$ cat src/rtl/wlPkg.sv
package wlPkg;
  parameter int WORD_W  = 20;
  parameter int ADDR_W  = 2;
  parameter int FIELD_W = 6;
  localparam int FUNC_W = WORD_W - ADDR_W;
  localparam int A_LSB  = ADDR_W;
  localparam int B_LSB  = ADDR_W + FIELD_W;

  typedef enum logic [1:0] {
    SEL_DIV  = 2'd0,
    SEL_REF  = 2'd1,
    SEL_FUNC = 2'd2
  } wlSel_e;

  typedef struct packed {
    logic shiftEn;
    logic loadDiv;
    logic loadRef;
    logic loadFunc;
  } wlStrobes_t;

  // Bit 0 set selects the function word whatever bit 1 holds.
  function automatic wlSel_e classify(input logic [ADDR_W-1:0] addr);
    if (addr[0])      return SEL_FUNC;
    else if (addr[1]) return SEL_REF;
    else              return SEL_DIV;
  endfunction
endpackage

$ cat src/rtl/wlSync.sv
module wlSync #(
  parameter int WIDTH  = 3,
  parameter int STAGES = 2
) (
  input  logic             clk,
  input  logic             rstN,
  input  logic [WIDTH-1:0] rawIn,
  output logic [WIDTH-1:0] syncOut
);
  logic [WIDTH-1:0] stageQ [STAGES];

  generate
    for (genvar s = 0; s < STAGES; s++) begin : g_stage
      always_ff @(posedge clk or negedge rstN) begin
        if (!rstN) stageQ[s] <= '0;
        else if (s == 0) stageQ[s] <= rawIn;
        else stageQ[s] <= stageQ[(s == 0) ? 0 : s-1];
      end
    end
  endgenerate

  assign syncOut = stageQ[STAGES-1];
endmodule

$ cat src/rtl/wlControl.sv
module wlControl
  import wlPkg::*;
(
  input  logic              clk,
  input  logic              rstN,
  input  logic              clkLvl,
  input  logic              loadLvl,
  input  logic [ADDR_W-1:0] addrBits,
  output wlStrobes_t        strobes
);
  logic clkPrev, loadPrev;
  logic clkRise, loadRise;
  wlSel_e sel;

  always_ff @(posedge clk or negedge rstN) begin
    if (!rstN) begin
      clkPrev  <= 1'b0;
      loadPrev <= 1'b0;
    end else begin
      clkPrev  <= clkLvl;
      loadPrev <= loadLvl;
    end
  end

  assign clkRise  = clkLvl & ~clkPrev;
  assign loadRise = loadLvl & ~loadPrev;

  always_comb begin
    sel              = classify(addrBits);
    strobes          = '0;
    strobes.shiftEn  = clkRise;
    strobes.loadDiv  = loadRise && (sel == SEL_DIV);
    strobes.loadRef  = loadRise && (sel == SEL_REF);
    strobes.loadFunc = loadRise && (sel == SEL_FUNC);
  end
endmodule

$ cat src/rtl/wlDatapath.sv
module wlDatapath
  import wlPkg::*;
(
  input  logic               clk,
  input  logic               rstN,
  input  logic               dataLvl,
  input  wlStrobes_t         strobes,
  output logic [ADDR_W-1:0]  addrBits,
  output logic [WORD_W-1:0]  wordOut,
  output logic [FIELD_W-1:0] aOut,
  output logic [FIELD_W-1:0] bOut,
  output logic [FIELD_W-1:0] rOut,
  output logic [FUNC_W-1:0]  fOut
);
  logic [WORD_W-1:0] shiftWord;

  always_ff @(posedge clk or negedge rstN) begin
    if (!rstN) shiftWord <= '0;
    else if (strobes.shiftEn) shiftWord <= {shiftWord[WORD_W-2:0], dataLvl};
  end

  // Latches take the word as registered, before any shift of the same cycle.
  always_ff @(posedge clk or negedge rstN) begin
    if (!rstN) begin
      aOut <= '0;
      bOut <= '0;
    end else if (strobes.loadDiv) begin
      aOut <= shiftWord[A_LSB +: FIELD_W];
      bOut <= shiftWord[B_LSB +: FIELD_W];
    end
  end

  always_ff @(posedge clk or negedge rstN) begin
    if (!rstN) rOut <= '0;
    else if (strobes.loadRef) rOut <= shiftWord[A_LSB +: FIELD_W];
  end

  always_ff @(posedge clk or negedge rstN) begin
    if (!rstN) fOut <= '0;
    else if (strobes.loadFunc) fOut <= shiftWord[WORD_W-1:ADDR_W];
  end

  assign addrBits = shiftWord[ADDR_W-1:0];
  assign wordOut  = shiftWord;
endmodule

$ cat src/rtl/triWireLoader.sv
module triWireLoader
  import wlPkg::*;
#(
  parameter int SYNC_STAGES = 2
) (
  input  logic               clk,
  input  logic               rstN,
  input  logic               serClk,
  input  logic               serData,
  input  logic               serLoad,
  output logic [FIELD_W-1:0] swallowVal,
  output logic [FIELD_W-1:0] mainVal,
  output logic [FIELD_W-1:0] refVal,
  output logic [FUNC_W-1:0]  funcWord
);
  logic [2:0]        syncLvl;
  logic [ADDR_W-1:0] addrBits;
  logic [WORD_W-1:0] shiftWord;
  wlStrobes_t        strobes;

  wlSync #(.WIDTH(3), .STAGES(SYNC_STAGES)) sync_i (
    .clk     (clk),
    .rstN    (rstN),
    .rawIn   ({serLoad, serData, serClk}),
    .syncOut (syncLvl)
  );

  wlControl ctrl_i (
    .clk      (clk),
    .rstN     (rstN),
    .clkLvl   (syncLvl[0]),
    .loadLvl  (syncLvl[2]),
    .addrBits (addrBits),
    .strobes  (strobes)
  );

  wlDatapath dp_i (
    .clk      (clk),
    .rstN     (rstN),
    .dataLvl  (syncLvl[1]),
    .strobes  (strobes),
    .addrBits (addrBits),
    .wordOut  (shiftWord),
    .aOut     (swallowVal),
    .bOut     (mainVal),
    .rOut     (refVal),
    .fOut     (funcWord)
  );
endmodule

$ cat config.mk
export PLATFORM = sky130hd
export DESIGN_NAME = triWireLoader
export DESIGN_NICKNAME = d
export VERILOG_FILES = /design/src/rtl/wlPkg.sv /design/src/rtl/wlSync.sv /design/src/rtl/wlControl.sv /design/src/rtl/wlDatapath.sv /design/src/rtl/triWireLoader.sv
export SDC_FILE = /design/constraint.sdc
export NUM_CORES = 1
export LEC_CHECK = 0
export BUFFER_PORTS_ARGS = -buffer_cell sky130_fd_sc_hd__buf_4
export CAP_MARGIN = 20
export CELL_PAD_IN_SITES_DETAIL_PLACEMENT = 1
export CELL_PAD_IN_SITES_GLOBAL_PLACEMENT = 2
export CORE_MARGIN = 3
export CORE_UTILIZATION = 43
export CTS_CLUSTER_SIZE = 20
export DETAILED_ROUTE_END_ITERATION = 7
export PLACE_DENSITY = 0.93
export SETUP_SLACK_MARGIN = 0.3
export SYNTH_ARGS = -nofsm -noshare
export SYNTH_HDL_FRONTEND = slang
export SYNTH_SLANG_ARGS = --single-unit
$ cat constraint.sdc
create_clock -name clk -period 4 [get_ports clk]
set_clock_uncertainty 0.15 [all_clocks]
set_input_delay 0.4 -clock clk [delete_from_list [all_inputs] [get_ports clk]]
set_output_delay 0.4 -clock clk [all_outputs]
set_load 0.02 [all_outputs]
# [Word level (Yosys, flattened, before mapping)]
# Cells that the tools add are included.
[word_totals] register_bits=64 input_bits=5
[classes] muxes=2 eq_ne=2 bitwise=4 n_reduce_logical=4
[op_table] operator="logical AND 1 bit" count=3
[op_table] operator="bitwise AND 1 bit" count=2
[op_table] operator="== test 2 x 1 -> 1 bit, second input constant" count=1
[op_table] operator="== test 2 bit, second input constant" count=1
[op_table] operator="logical NOT 2 bit" count=1
[op_table] operator="2-to-1 mux 2 bit" count=1
[op_table] operator="inverter 1 bit" count=2
[op_table] operator="2-to-1 mux 1 bit" count=1

# [Longest topological paths before layout]
[depth] ltp_word=4 ltp_mapped=3 depth_no_buf=2

# [Modules after synthesis]
# From an unflattened synthesis, not the netlist that was laid out.
[unflattened] cells_unflattened=136 hier_area_um2=2411.1
[by_module_without_submodules] module="wlDatapath" cells_each=120 seq_area_each_um2=1401.3 area_per_inst_um2=2138.3 n_inst=1
[by_module_without_submodules] module="wlSync" cells_each=9 seq_area_each_um2=150.1 area_per_inst_um2=172.7 n_inst=1
[by_module_without_submodules] module="wlControl" cells_each=7 seq_area_each_um2=50.0 area_per_inst_um2=100.1 n_inst=1

# [Worst setup path after synthesis]
# Ideal clock, no wire load.
[synth_timing] path_type="reg2reg" startpoint="reg dp_i.shiftWord[0], in the netlist dp_i.wordOut[0]" endpoint="reg dp_i.aOut[0]" path_stages_with_launch=4 setup_ns=0.125 arrival_time_ns=1.269 required_ns=3.725 slack_ns=2.456 synth_period_minus_slack_ns=1.544 path_buffers=1 path_cell_list="dfrtp_1 nor4b_4 buf_8 mux2_4"
[synth_between] elab_chain_cells=3
[synth_lines] element="start, declared" line_no="wlDatapath.sv:15" text="logic [WORD_W-1:0] shiftWord;"
[synth_lines] element="start signal, assigned" line_no="wlDatapath.sv:19" text="else if (strobes.shiftEn) shiftWord <= {shiftWord[WORD_W-2:0], dataLvl};"
[synth_lines] element="2-to-1 mux 2 bit" line_no="wlPkg.sv:24" text="if (addr[0]) return SEL_FUNC;"
[synth_lines] element="logical NOT 2 bit" line_no="wlControl.sv:32" text="strobes.loadDiv = loadRise && (sel == SEL_DIV);"
[synth_lines] element="logical AND 1 bit" line_no="wlControl.sv:32"
[synth_lines] element="end signal, assigned" line_no="wlDatapath.sv:28" text="aOut <= shiftWord[A_LSB +: FIELD_W];"
[synth_lines] element="end, declared" line_no="wlDatapath.sv:10" text="output logic [FIELD_W-1:0] aOut,"
# Every way passes these cells.
# A chain may end at the register's enable or synchronous reset.

# [Worst setup path in the final report]
[layout_timing] startpoint="reg dp_i.shiftWord[0], in the netlist dp_i.wordOut[0]" endpoint="reg dp_i.bOut[3]"
[layout_between] elab_chain_cells=3
[layout_lines] element="2-to-1 mux 2 bit" line_no="wlPkg.sv:24"
[layout_lines] element="logical NOT 2 bit" line_no="wlControl.sv:32"
[layout_lines] element="logical AND 1 bit" line_no="wlControl.sv:32"
[layout_lines] element="end signal, assigned" line_no="wlDatapath.sv:29" text="bOut <= shiftWord[B_LSB +: FIELD_W];"
[layout_lines] element="end, declared" line_no="wlDatapath.sv:11" text="output logic [FIELD_W-1:0] bOut,"
# Every way passes these cells.

==> impl_metrics.toml <==
[drt]
drc = 0
wl_um = 4250
drt_first_iter_violations = 41
drt_first_pass_iters = 2
via_count = 1225
wl_per_cell_um = 17.1
postRouteAntennaNets = 0
vias_per_cell = 4.92

[die]
start_util_pct = 46.0
ios = 41
core_region_area_um2 = 5300
row_count = 26
die_h_um = 81.3
die_x_um = 81.3
die_area_um2 = 6610

[cells_and_area]
final_common_cell = "dfrtp_1"
antenna_cells = 0
fin_util_pct = 55.6
layout_common_cells = "dfrtp_1, buf_4, mux2_2"
syn_to_final_growth_pct = 20.9
ff_latch_area_um2 = 1600
final_layout_size_suffix_gt1_share_pct = 61.5
nets = 180
fillerInstances = 504
multi_input_area_um2 = 793

[synthesis]
yosys_warnings = 0
yosys.area_share.adder_pct = 0
yosysSeqAreaShare_pct = 65.6
syn_area_um2 = 2440
syn_area_per_cell_um2 = 18.9
synth_mux_area_share_pct = 29.8
synth_nets = 134
synth-compound-area-share_pct = 0
synth_top_family_by_area = "multiplexers"
ys_types = 10
synthSimpleGateAreaFrac_pct = 2.56
synth_xor_xnor_area_share_pct = 0
synth-seq-cells = 64
syn_inst = 129

[sta]
slew_headroom_pct = 31.0
max_freq_mhz = 485
fin_crit_sh_pct = 51.5
setup_tns_ns = 0
rsz0062_at_grt = "no"
worst_pin_slew_ns = 1.03
finalCriticalPeriod_ns = 2.06
hold_violations = 0
finalSetupViolCount = 0
slew_viol_final = 0

[power]
pwr_density_cell_nw_per_um2 = 761
leakagePower_nw = 1.47
ir_drop_v = 0.000285

[worst_setup_path]
path_max_fanout = 12
required_ns = 4.06
crit_type = "reg -> reg"
end_kind = "flip-flop"
cp-start-kind = "flip-flop"
cp.arrival_ns = 2.12

[global_routing]
grt_use_total_pct = 14.8
grt_max_degree = 65
antenna_found_initial = 0
grt_overflow = 0
grt_pass1_wl_um = 7010
first_global_vias = 1322

[placed_design]
gp_congestion = 0.691
numPortBuffers = 40
hpwl_um = 2790

[clock_network]
ctsResizeCount = 0
clock_sinks = 64
cts_root_buf = "clkbuf_8"
postCtsHoldBufs = 0
clockBufferDepth = 2
post_cts_buffers = 0
cts.htree.levels = 3
cts_made_buffers = 9
cts_tree = "yes"
clock_latency_ns = 0.32
clk_pin_slew_ns = 0.06

[status]
status = "finished, final reports clean"

[flow_run]
drv_cap = 0

[worst_hold_path]
hp-class = "in -> async"
-- registers in the layout, summed over array words and instances, names as in the netlist --
signal	flops
ctrl_i.clkPrev	1
ctrl_i.loadPrev	1
dp_i.aOut	6
dp_i.bOut	6
dp_i.fOut	18
dp_i.rOut	6
dp_i.wordOut	20
sync_i.stageQ	3
sync_i.syncOut	3
-- worst max-delay path: stages (launching register included) --
cell and delay, ns:
dfrtp_1 0.46, nor4b_4 0.92, mux2_2 0.42
-- synthesized netlist by cell type (all sizes together) --
cell,number,area share [%]
nand3b,1,0.82
nor2b,1,0.26
and4bb,1,0.51
dfrtp,64,66
nor4b,1,0.97
mux2,56,30
buf,5,1.9
-- layout make-up --
class,count,area share [%]
repair buffers,40,10.2
clock buffers,15,5.64
flip-flops and latches,64,54.3
multi-input cells,60,26.9
well taps,70,2.97
-- cells by family (layout without fill, tap and decap cells) --
logic type | count (synthesis) | after routing
muxes | 56 | 56
buffers and inverters | 5 | 55
and+or+nand+nor | 4 | 4
DFF | 64 | 64
-- per-stage QoR --
step | cells | hold WS (ns) | worst slack, ns | area [um2] | power [mW]
finish | 249 | 0.0118 | 1.94 | 2950 | 2.24
detailed placement | 234 | 0.196 | 1.91 | 2780 | 1.80
CTS | 249 | 0.0167 | 1.90 | 2950 | 2.28
global route | 249 | 0.00947 | 1.85 | 2950 | 2.38
floorplan | 129 | -0.0456 | 2.46 | 2440 | 1.46
global placement | 234 | 0.182 | 2.00 | 2780 | 1.76
-- per-layer routing --
metal,GRT usage (%),up-vias,wire (um)
li1,-,546,-
met1,18.4,650,1830
met2,23.1,25,2200
met3,4.32,4,162
met4,8.11,0,58
met5,0,-,0
-- path summary, 6_finish.rpt --
| path | start | slack (ns) | to | cells past startpoint |
|---|---|---|---|---|
| worst max-delay path | dp_i.wordOut[0]$_DFFE_PN0P_ | 1.94 | dp_i.bOut[3]$_DFFE_PN0P_ | 2 |
| worst min-delay path | rstN | 0.01 | sync_i.stageQ[5]$_DFF_PN0_ | 1 |
| worst max register to register | dp_i.wordOut[0]$_DFFE_PN0P_ | 1.94 | dp_i.bOut[3]$_DFFE_PN0P_ | 2 |
| max in group asynchronous | rstN | 3.18 | dp_i.wordOut[1]$_DFFE_PN0P_ | 1 |
| min in group clk | serClk | 0.04 | sync_i.stageQ[3]$_DFF_PN0_ | 1 |
| worst min register to register | sync_i.stageQ[4]$_DFF_PN0_ | 0.21 | sync_i.syncOut[1]$_DFF_PN0_ | 0 |
-- power by group --
part / switching (mW) / internal (mW) / total, mW
registers: 0.176 / 0.866 / 1.04
clock network: 0.212 / 0.257 / 0.468
logic: 0.324 / 0.410 / 0.734
total: 0.711 / 1.53 / 2.24
Note: power is estimated with default switching activity, not from simulation.
